**src/rtl/t2_pkg.sv**
```systemverilog
package t2_pkg;

  localparam logic [7:0] ADDR_CTL  = 8'hC8;
  localparam logic [7:0] ADDR_MOD  = 8'hC9;
  localparam logic [7:0] ADDR_CAPL = 8'hCA;
  localparam logic [7:0] ADDR_CAPH = 8'hCB;
  localparam logic [7:0] ADDR_CNTL = 8'hCC;
  localparam logic [7:0] ADDR_CNTH = 8'hCD;

  // control register bit positions
  localparam int B_OVF   = 7;
  localparam int B_EXT   = 6;
  localparam int B_RXB   = 5;
  localparam int B_TXB   = 4;
  localparam int B_EXEN  = 3;
  localparam int B_RUN   = 2;
  localparam int B_SRC   = 1;
  localparam int B_CAPT  = 0;

  // mode register bit positions
  localparam int B_OE    = 1;
  localparam int B_DOWN  = 0;

  typedef enum logic [1:0] {
    T2M_RELOAD  = 2'd0,
    T2M_CAPTURE = 2'd1,
    T2M_BAUD    = 2'd2,
    T2M_UPDOWN  = 2'd3
  } t2_mode_e;

endpackage

```
**src/rtl/t2_cycle_gen.sv**
```systemverilog
module t2_cycle_gen #(
  parameter int DIV_SLOW = 12,
  parameter int DIV_FAST = 6
) (
  input  logic clk,
  input  logic rst_s,
  input  logic fast,
  output logic tick
);
  localparam int CW = $clog2(DIV_SLOW);
  localparam logic [CW-1:0] LIM_S = CW'(DIV_SLOW - 1);
  localparam logic [CW-1:0] LIM_F = CW'(DIV_FAST - 1);

  logic [CW-1:0] div_q, div_n;
  logic [CW-1:0] lim;

  always_comb begin
    lim  = fast ? LIM_F : LIM_S;
    tick = (div_q >= lim);
    div_n = tick ? '0 : div_q + CW'(1);
  end

  always_ff @(posedge clk or negedge rst_s) begin
    if (!rst_s) div_q <= '0;
    else        div_q <= div_n;
  end
endmodule

```
**src/rtl/t2_pin_sync.sv**
```systemverilog
module t2_pin_sync (
  input  logic clk,
  input  logic rst_s,
  input  logic pin,
  input  logic tick,
  output logic cur,
  output logic prev
);
  logic s1_q, s2_q, smp_q;

  always_ff @(posedge clk or negedge rst_s) begin
    if (!rst_s) begin
      s1_q  <= 1'b0;
      s2_q  <= 1'b0;
      smp_q <= 1'b0;
    end else begin
      s1_q <= pin;
      s2_q <= s1_q;
      if (tick) smp_q <= s2_q;
    end
  end

  assign cur  = s2_q;
  assign prev = smp_q;
endmodule

```
**src/rtl/t2_count_core.sv**
```systemverilog
module t2_count_core
  import t2_pkg::*;
#(
  parameter int BYTE_W = 8,
  localparam int CNT_W = 2 * BYTE_W
) (
  input  logic              clk,
  input  logic              rst_s,
  input  t2_mode_e          mode,
  input  logic              run,
  input  logic              cnt_en,
  input  logic              ext_evt,
  input  logic              dir_up,
  input  logic              wr_lo,
  input  logic              wr_hi,
  input  logic              wr_cap_lo,
  input  logic              wr_cap_hi,
  input  logic [BYTE_W-1:0] wdata,
  output logic [CNT_W-1:0]  cnt_q,
  output logic [CNT_W-1:0]  cap_q,
  output logic              ovf,
  output logic              unf
);
  localparam logic [CNT_W-1:0] C_ONE = CNT_W'(1);
  localparam logic [CNT_W-1:0] C_MAX = '1;

  logic [CNT_W-1:0] cnt_n, cap_n;
  logic at_max;

  always_comb begin
    cnt_n  = cnt_q;
    cap_n  = cap_q;
    ovf    = 1'b0;
    unf    = 1'b0;
    at_max = (cnt_q == C_MAX);

    if (run && cnt_en) begin
      unique case (mode)
        T2M_UPDOWN: begin
          if (dir_up) begin
            if (at_max) begin cnt_n = cap_q; ovf = 1'b1; end
            else              cnt_n = cnt_q + C_ONE;
          end else begin
            if (cnt_q == cap_q) begin cnt_n = C_MAX; unf = 1'b1; end
            else                      cnt_n = cnt_q - C_ONE;
          end
        end
        T2M_CAPTURE: begin
          cnt_n = cnt_q + C_ONE;
          ovf   = at_max;
        end
        default: begin
          if (at_max) begin cnt_n = cap_q; ovf = 1'b1; end
          else              cnt_n = cnt_q + C_ONE;
        end
      endcase
    end

    if (ext_evt) begin
      if (mode == T2M_RELOAD)  cnt_n = cap_q;
      if (mode == T2M_CAPTURE) cap_n = cnt_q;
    end

    if (wr_lo)     cnt_n[BYTE_W-1:0]     = wdata;
    if (wr_hi)     cnt_n[CNT_W-1:BYTE_W] = wdata;
    if (wr_cap_lo) cap_n[BYTE_W-1:0]     = wdata;
    if (wr_cap_hi) cap_n[CNT_W-1:BYTE_W] = wdata;
  end

  always_ff @(posedge clk or negedge rst_s) begin
    if (!rst_s) begin
      cnt_q <= '0;
      cap_q <= '0;
    end else begin
      cnt_q <= cnt_n;
      cap_q <= cap_n;
    end
  end
endmodule

```
**src/rtl/t2_timer.sv**
```systemverilog
module t2_timer
  import t2_pkg::*;
#(
  parameter int DIV_SLOW = 12,
  parameter int DIV_FAST = 6,
  parameter int BYTE_W   = 8,
  parameter int ADDR_W   = 8
) (
  input  logic              clk,
  input  logic              rst_n,
  input  logic              cyc_fast,
  input  logic              wr_en,
  input  logic [ADDR_W-1:0] addr,
  input  logic [BYTE_W-1:0] wdata,
  output logic [BYTE_W-1:0] rdata,
  input  logic              t2_pin,
  input  logic              t2ex_pin,
  output logic              irq,
  output logic              baud_tick,
  output logic              clk_out
);
  localparam int CNT_W = 2 * BYTE_W;
  localparam int NPIN  = 2;

  // reset: asynchronous assert, synchronous release
  logic rs1_q, rst_s;
  always_ff @(posedge clk or negedge rst_n) begin
    if (!rst_n) begin
      rs1_q <= 1'b0;
      rst_s <= 1'b0;
    end else begin
      rs1_q <= 1'b1;
      rst_s <= rs1_q;
    end
  end

  // machine-cycle tick
  logic tick;
  t2_cycle_gen #(.DIV_SLOW(DIV_SLOW), .DIV_FAST(DIV_FAST)) u_cyc (
    .clk(clk), .rst_s(rst_s), .fast(cyc_fast), .tick(tick)
  );

  // pin synchronizers and edge detection: index 0 = count pin, 1 = trigger pin
  logic [NPIN-1:0] pin_in, pin_cur, pin_prev, pin_fall;
  assign pin_in = {t2ex_pin, t2_pin};

  for (genvar g = 0; g < NPIN; g++) begin : g_pin
    t2_pin_sync u_sync (
      .clk(clk), .rst_s(rst_s), .pin(pin_in[g]), .tick(tick),
      .cur(pin_cur[g]), .prev(pin_prev[g])
    );
    assign pin_fall[g] = tick & pin_prev[g] & ~pin_cur[g];
  end

  // control state
  logic tf2_q, exf2_q, rxb_q, txb_q, exen2_q, tr2_q, ct2_q, capt_q;
  logic t2oe_q, dcen_q, clk_out_q, baud_q;
  logic tf2_n, exf2_n, clk_out_n, baud_n;

  logic wr_ctl, wr_mod, wr_capl, wr_caph, wr_cntl, wr_cnth;
  always_comb begin
    wr_ctl  = wr_en && (addr == ADDR_W'(ADDR_CTL));
    wr_mod  = wr_en && (addr == ADDR_W'(ADDR_MOD));
    wr_capl = wr_en && (addr == ADDR_W'(ADDR_CAPL));
    wr_caph = wr_en && (addr == ADDR_W'(ADDR_CAPH));
    wr_cntl = wr_en && (addr == ADDR_W'(ADDR_CNTL));
    wr_cnth = wr_en && (addr == ADDR_W'(ADDR_CNTH));
  end

  // mode decode: baud has priority, then capture, then up/down, then reload
  t2_mode_e mode;
  logic     mode_baud;
  always_comb begin
    if (rxb_q || txb_q) mode = T2M_BAUD;
    else if (capt_q)    mode = T2M_CAPTURE;
    else if (dcen_q)    mode = T2M_UPDOWN;
    else                mode = T2M_RELOAD;
    mode_baud = (mode == T2M_BAUD);
  end

  logic cnt_en, ext_evt, ovf, unf;
  logic [CNT_W-1:0] cnt_val, cap_val;
  assign cnt_en  = ct2_q ? pin_fall[0] : tick;
  assign ext_evt = exen2_q & pin_fall[1];

  t2_count_core #(.BYTE_W(BYTE_W)) u_core (
    .clk(clk), .rst_s(rst_s), .mode(mode), .run(tr2_q),
    .cnt_en(cnt_en), .ext_evt(ext_evt), .dir_up(pin_cur[1]),
    .wr_lo(wr_cntl), .wr_hi(wr_cnth), .wr_cap_lo(wr_capl), .wr_cap_hi(wr_caph),
    .wdata(wdata), .cnt_q(cnt_val), .cap_q(cap_val), .ovf(ovf), .unf(unf)
  );

  // flag and output next state
  always_comb begin
    tf2_n  = wr_ctl ? (tf2_q  & wdata[B_OVF]) : tf2_q;
    exf2_n = wr_ctl ? (exf2_q & wdata[B_EXT]) : exf2_q;
    if ((ovf && !mode_baud) || unf) tf2_n = 1'b1;
    if (mode == T2M_UPDOWN) begin
      if (ovf || unf) exf2_n = ~exf2_n;
    end else if (ext_evt) begin
      exf2_n = 1'b1;
    end
    clk_out_n = clk_out_q;
    if (t2oe_q && !ct2_q && ovf && (mode == T2M_RELOAD || mode_baud))
      clk_out_n = ~clk_out_q;
    baud_n = ovf && mode_baud;
  end

  always_ff @(posedge clk or negedge rst_s) begin
    if (!rst_s) begin
      tf2_q     <= 1'b0;
      exf2_q    <= 1'b0;
      rxb_q     <= 1'b0;
      txb_q     <= 1'b0;
      exen2_q   <= 1'b0;
      tr2_q     <= 1'b0;
      ct2_q     <= 1'b0;
      capt_q    <= 1'b0;
      t2oe_q    <= 1'b0;
      dcen_q    <= 1'b0;
      clk_out_q <= 1'b0;
      baud_q    <= 1'b0;
    end else begin
      tf2_q     <= tf2_n;
      exf2_q    <= exf2_n;
      clk_out_q <= clk_out_n;
      baud_q    <= baud_n;
      if (wr_ctl) begin
        rxb_q   <= wdata[B_RXB];
        txb_q   <= wdata[B_TXB];
        exen2_q <= wdata[B_EXEN];
        tr2_q   <= wdata[B_RUN];
        ct2_q   <= wdata[B_SRC];
        capt_q  <= wdata[B_CAPT];
      end
      if (wr_mod) begin
        t2oe_q <= wdata[B_OE];
        dcen_q <= wdata[B_DOWN];
      end
    end
  end

  // read mux
  always_comb begin
    rdata = '0;
    if (addr == ADDR_W'(ADDR_CTL)) begin
      rdata[B_OVF]  = tf2_q;
      rdata[B_EXT]  = exf2_q;
      rdata[B_RXB]  = rxb_q;
      rdata[B_TXB]  = txb_q;
      rdata[B_EXEN] = exen2_q;
      rdata[B_RUN]  = tr2_q;
      rdata[B_SRC]  = ct2_q;
      rdata[B_CAPT] = capt_q;
    end else if (addr == ADDR_W'(ADDR_MOD)) begin
      rdata[B_OE]   = t2oe_q;
      rdata[B_DOWN] = dcen_q;
    end else if (addr == ADDR_W'(ADDR_CAPL)) rdata = cap_val[BYTE_W-1:0];
    else if (addr == ADDR_W'(ADDR_CAPH))     rdata = cap_val[CNT_W-1:BYTE_W];
    else if (addr == ADDR_W'(ADDR_CNTL))     rdata = cnt_val[BYTE_W-1:0];
    else if (addr == ADDR_W'(ADDR_CNTH))     rdata = cnt_val[CNT_W-1:BYTE_W];
  end

  assign irq       = tf2_q | (exf2_q & (mode != T2M_UPDOWN));
  assign baud_tick = baud_q;
  assign clk_out   = clk_out_q;
endmodule

```
**config.mk**
```make
export PLATFORM = sky130hd
export DESIGN_NAME = t2_timer
export DESIGN_NICKNAME = d
export VERILOG_FILES = /design/src/rtl/t2_pkg.sv /design/src/rtl/t2_cycle_gen.sv /design/src/rtl/t2_pin_sync.sv /design/src/rtl/t2_count_core.sv /design/src/rtl/t2_timer.sv
export SDC_FILE = /design/constraint.sdc
export NUM_CORES = 1
export LEC_CHECK = 0
export BUFFER_PORTS_ARGS = -buffer_cell sky130_fd_sc_hd__buf_2
export CAP_MARGIN = 20
export CORE_UTILIZATION = 25
export CTS_CLUSTER_SIZE = 40
export DETAILED_ROUTE_END_ITERATION = 10
export GPL_TIMING_DRIVEN = 0
export RECOVER_POWER = 100
export SYNTH_ARGS = -nofsm -noshare
export SYNTH_HDL_FRONTEND = slang
export SYNTH_SLANG_ARGS = --single-unit
```
**constraint.sdc**
```tcl
create_clock -name clk -period 6.7 [get_ports clk]
set_input_delay 1.34 -clock clk [delete_from_list [all_inputs] [get_ports clk]]
set_output_delay 1.34 -clock clk [all_outputs]
set_load 0.02 [all_outputs]
```
Word level (Yosys, flattened, before mapping). Index checks and enable logic that the tools add are counted.

Memories: 0. Logic and storage cells: 119. Register bits after elaboration: 56. Memory bits (writable): 0. ROM bits: 0. Bits in latches: 0. Output and inout bits: 11.

$mul: 0. Magnitude comparators: 1. Divide/modulo/power cells: 0. Bitwise gates (word level): 13. Shift-type cells: 0. Equality and inequality tests: 12. Add/subtract/negate cells: 3. Reduce and logical (&&, ||, !) cells: 26. Muxes and demuxes: 40.

Operators by type and width (number): 16-bit 2-to-1 mux (8); 8-bit 2-to-1 mux (9); 8-bit == test, second input constant (6); 16-bit case mux with 2 select lines (1); 16-bit by 1-bit adder with 16-bit output, second input constant (1); 16-bit == test (1); 16-bit == test, second input constant (1); 16-bit by 1-bit subtractor with 16-bit output, second input constant (1); 1-bit 2-to-1 mux (14); 1-bit logical AND (12); 2-bit nonzero test (5); 1-bit bitwise AND (8); 2-bit 2-to-1 mux (4); 4-bit 2-to-1 mux (2); 6-bit 2-to-1 mux (1); 4-bit by 1-bit adder with 4-bit output, second input constant (1); 2-bit == test, second input constant (2); 4-bit >= comparator (1); 1-bit logical OR (4); 1-bit NOT (4); 2-bit AND reduction (2); 2-bit by 1-bit == test with 1-bit output, second input constant (1); 1-bit zero test (2); 2-bit zero test (1); 3 further kinds (3).

Logic depth before layout (Yosys ltp).
Word-level depth: 10. Mapped depth: 11. Depth with buffers taken out: 8.

By module. A second synthesis with hierarchy kept.

Cell total of the unflattened synthesis: 546. Area, all modules: 4591.9 sq um.

By module, submodules not included: t2_count_core (times used 1, sequential area each 800.8 sq um, cells each 413, area each 3115.5 sq um); t2_timer (times used 1, sequential area each 350.3 sq um, cells each 104, area each 1074.8 sq um); t2_cycle_gen (times used 1, sequential area each 100.1 sq um, cells each 21, area each 221.5 sq um); t2_pin_sync (times used 2, sequential area each 75.1 sq um, cells each 4, area each 90.1 sq um).

Worst setup path after synthesis. OpenSTA, ideal clock, no wires.

Kind: input to output. From: in addr[5]. To: out rdata[5]. Buffers on the path: 0. Required time: 5.360 ns. Arrival: 2.789 ns. Stages on the path: 5. Path slack: 2.571 ns. Path through: or3b_2 nor4_1 nor2b_1 nand2_1 o221ai_1.

Cells in the longest elaborated chain, start to end: 7.

Ends and longest elaborated chain: start, declared (line t2_timer.sv:13) `input logic [ADDR_W-1:0] addr,`; 8-bit == test (line t2_timer.sv:161) `else if (addr == ADDR_W'(ADDR_CNTH)) rdata = cnt_val[CNT_W-1:BYTE_W];`; 8-bit 2-to-1 mux (line t2_timer.sv:161); 8-bit 2-to-1 mux (line t2_timer.sv:160) `else if (addr == ADDR_W'(ADDR_CNTL)) rdata = cnt_val[BYTE_W-1:0];`; 8-bit 2-to-1 mux (line t2_timer.sv:159) `else if (addr == ADDR_W'(ADDR_CAPH)) rdata = cap_val[CNT_W-1:BYTE_W];`; 8-bit 2-to-1 mux (line t2_timer.sv:158) `end else if (addr == ADDR_W'(ADDR_CAPL)) rdata = cap_val[BYTE_W-1:0];`; 6-bit 2-to-1 mux (line t2_timer.sv:155) `end else if (addr == ADDR_W'(ADDR_MOD)) begin`; 8-bit 2-to-1 mux (*) (line t2_timer.sv:146) `if (addr == ADDR_W'(ADDR_CTL)) begin`; end, declared (line t2_timer.sv:15) `output logic [BYTE_W-1:0] rdata,`.

Mark *: on every way between the ends. The rest lies on a longest branch, timed or not.

Final worst setup path.
From: in addr[5]. To: out rdata[4].

Same word-level chain as after synthesis.

==> flow_summary.toml <==
[outcome]
status = "complete, no violations"

[worst_setup_path]
crit_cells = 7
crit_buf_inv = 2
crit_chain = "clkbuf_1 -> or3b_2 -> nor4_1 -> nor2b_1 -> nand2_1 -> o221ai_1 -> clkbuf_1"
cp_top_family = "simple AND/OR/NAND/NOR gates"
path_common_cell = "clkbuf_1"
cp-end-kind = "output pin"
slowest_delay_ns = 0.50
slowest_stage = "or3b_2"
reg2reg_depth = 9
crit_required_ns = 5.36
timing.rr.start = "u_cyc.div_q[3]$_DFF_PN0_"
r2r_end = "u_core.cap_q[10]$_DFFE_PN0P_"
startpoint_type = "primary input"
crit_fanout = 5
rrSetupSlack_ns = 3.55
critical_path_arrival_ns = 3.29
path_class = "in -> out"

[yosys]
async_flop_share = 1.00
synth_flop_cell = "dfrtp_1"
synth_seq_area_share = 0.300
postSynthNetCount = 582
yosysWarnings = 0
syn_area_per_cell_um2 = 8.44
ys_types = 81
synth_area_leader_cell = "dfrtp_1"
syn_inst = 554
synth_area_leaders = "dfrtp_1, mux2i_1, nand2_1, xor2_1, o21ai_0"
synth_top_area_frac = 0.300
syn_area_mm2 = 0.00468
synth_seq_cells = 56
synth-edff-count = 0

[cells_and_area]
nFillCells = 1994
fin_cells = 825
fin_nets = 623
syn_to_final_growth_pct = 13.3
fin_util = 0.292
insertedDiodeCount = 0
drive_gt1_frac = 0.134

[hold_path]
min-delay-start = "g_pin[1].u_sync.s1_q$_DFF_PN0_"
holdPathStages = 0
min_to = "g_pin[1].u_sync.cur$_DFF_PN0_"
hold_path.class = "reg -> reg"

[detailed_routing]
wl_met1_mm = 7.61
wl_per_cell_um = 21.9
drt_iter0_drc = 631
drc = 0
dr.max_layer_used = "met4"
dr_wl_met2_mm = 7.68
drt-total-wl_mm = 18.1
route.vias.total = 4904
via_per_inst = 5.94
postRouteAntennaNets = 0
routed-wl-met3_mm = 1.96
dr.pass1.iters = 8

[floorplanning]
rows = 49
die_x_um = 139
fp.dieH_um = 139
start_util = 0.258
core_area_mm2 = 0.0181
die_area_mm2 = 0.0193
boundaryPins = 33

[clocking]
cts_tree = "done"
clk_latency_ns = 0.31
clk_pin_slew_ns = 0.07
postCtsSetupBuffers = 0
cts.sinks = 56
cts_resized = 0
cts_root_buffer = "clkbuf_16"
htree_levels = 2
cts_buffers = 5
cts.path.max_buffers = 2
ctsHoldBuffers = 0

[timing]
finalCritPeriodShare = 0.691
drv_slew = 0
setup-tns-final_ns = 0
finalHoldViolCount = 0
slew_headroom = 0.0269
fin_skew_ns = 0.00573
hold_slack_ns = 0.351
worst_slew_pin_slew_ns = 1.46
max_freq_mhz = 216
rsz0062_at_grt = "false"
period_minus_slack_ns = 4.63
setup_viol = 0

[global_routing]
antenna_found_initial = 0
first_global_vias = 4606
grtUsageTotal = 0.189
grt_overflow = 0
grt_pass1_wl_mm = 28.1
grt_max_degree = 30

[power]
p_switching_w = 0.000664
p_leak_nw = 2.26
power_frac_seq = 0.298
power_density_mw_per_mm2 = 298
p_sw_frac = 0.420
clkPwrFrac = 0.221
ir_worst_vdd_uv = 135
p_comb_frac = 0.481
p_int_w = 0.000917

[job]
cap_violations = 0

[place]
gp_congestion = 1.00
hpwl_mm = 13.2
dp_cells = 817
io_buffers = 31
==> kinds of logic (layout without fill, tap and decap cells) <==
| logic type | after synthesis | count (layout) | share of synthesized area |
|---|---|---|---|
| compound gates | 153 | 153 | 0.234 |
| xor+xnor | 39 | 39 | 0.0731 |
| fa+ha+maj | 6 | 6 | 0.0161 |
| buf+inv | 52 | 94 | 0.0532 |
| flops | 56 | 56 | 0.300 |
| mux | 41 | 41 | 0.0910 |
| other cells | 1 | 1 | 0.000802 |
| simple gates | 206 | 206 | 0.232 |
==> layer usage <==
metal | vias up | GRT usage
met2 | 377 | 0.279
met5 | - | 0
met1 | 2291 | 0.265
met3 | 64 | 0.0318
li1 | 2172 | -
met4 | 0 | 0.0971
==> worst max path at each step <==
stage	startpoint	endpoint	slack, ns
after floorplan	addr[5]	rdata[5]	2.57
after global placement	addr[5]	rdata[7]	2.11
after detailed placement	addr[5]	rdata[4]	2.08
after CTS	addr[5]	rdata[4]	2.08
after global routing	addr[5]	rdata[4]	1.97
final	addr[5]	rdata[4]	2.07
==> cell usage after synthesis, drive strengths merged (2+ instances only) <==
master / instances
a21o: 4
mux2: 12
mux2i: 29
clkbuf: 18
nor4: 13
a221oi: 10
or3: 5
o21ai: 39
a211oi: 3
o221a: 2
a41o: 2
nor4b: 3
ha: 6
o211ai: 6
inv: 5
a222oi: 2
and2: 5
o31ai: 2
and3: 4
nor2: 42
and4: 4
nor3: 12
o2bb2ai: 2
o221ai: 13
a21oi: 25
nand2b: 2
a32oi: 5
nor2b: 5
nor3b: 2
xnor2: 14
o21a: 4
nand3: 23
o211a: 3
dfrtp: 56
o22ai: 3
nand2: 65
a22oi: 3
buf: 29
a31oi: 4
a2111oi: 5
xor2: 25
or4: 2
o32ai: 2
nand4: 11
==> layout make-up <==
class | instances | area [µm²] | share of cell area
plain buffers | 47 | 224 | 0.0423
clock buffers | 6 | 129 | 0.0243
clock inverters | 2 | 60.1 | 0.0113
inverters | 5 | 18.8 | 0.00354
multi-input cells | 446 | 3020 | 0.571
flip-flops and latches | 56 | 1400 | 0.265
well taps | 229 | 287 | 0.0541
repair buffers | 34 | 154 | 0.0291
==> flip-flops by register name, indices dropped and copies added, names as in the netlist, 2 cells and up <==
| register | count |
|---|---|
| u_core.cap_q | 16 |
| g_pin.u_sync.prev | 2 |
| g_pin.u_sync.cur | 2 |
| u_core.cnt_q | 16 |
| u_cyc.div_q | 4 |
| g_pin.u_sync.s1_q | 2 |
==> power groups by stage <==
stage	logic [W]	clock network [W]	registers [W]
after floorplan	0.000555	0	0.000451
after detailed placement	0.000739	0	0.000476
after global routing	0.000821	0.000363	0.000481
after global placement	0.000735	0	0.000479
after CTS	0.000745	0.000352	0.000469
final	0.000760	0.000349	0.000472
==> worst reg2reg max path, delay by kind of cell (launching register included) <==
family                   cells  cell delay, ns
flip-flops                   1            0.40
multiplexers                 1            0.24
buffers and inverters        3            1.47
AO/OA/AOI/OAI                3            0.44
AND/OR/NAND/NOR              1            0.15
adder cells (fa/ha/maj)      1            0.29
==> cell usage in the layout (no fill, tap or decap), types with 6 or more instances in the layout <==
cell type / n
nand4_1: 11
nor3_1: 11
a21oi_1: 24
mux2_2: 12
nor2_1: 42
o21ai_0: 38
nand2_1: 65
mux2i_1: 29
ha_1: 6
buf_2: 38
nor4_1: 11
xnor2_1: 14
o221ai_1: 13
dfrtp_1: 56
clkbuf_1: 38
xor2_1: 25
a221oi_1: 9
nand3_1: 23
==> through the flow <==
stage | setup WS, ns | cell area [µm²] | total power [W]
4_1_cts | 2.08 | 5340 | 0.00157
3_5_place_dp | 2.08 | 5150 | 0.00122
2_1_floorplan | 2.57 | 4680 | 0.00101
3_3_place_gp | 2.11 | 5120 | 0.00121
6_report | 2.07 | 5300 | 0.00158
5_1_grt | 1.97 | 5300 | 0.00167
Note: power is estimated with default switching activity, not from simulation.
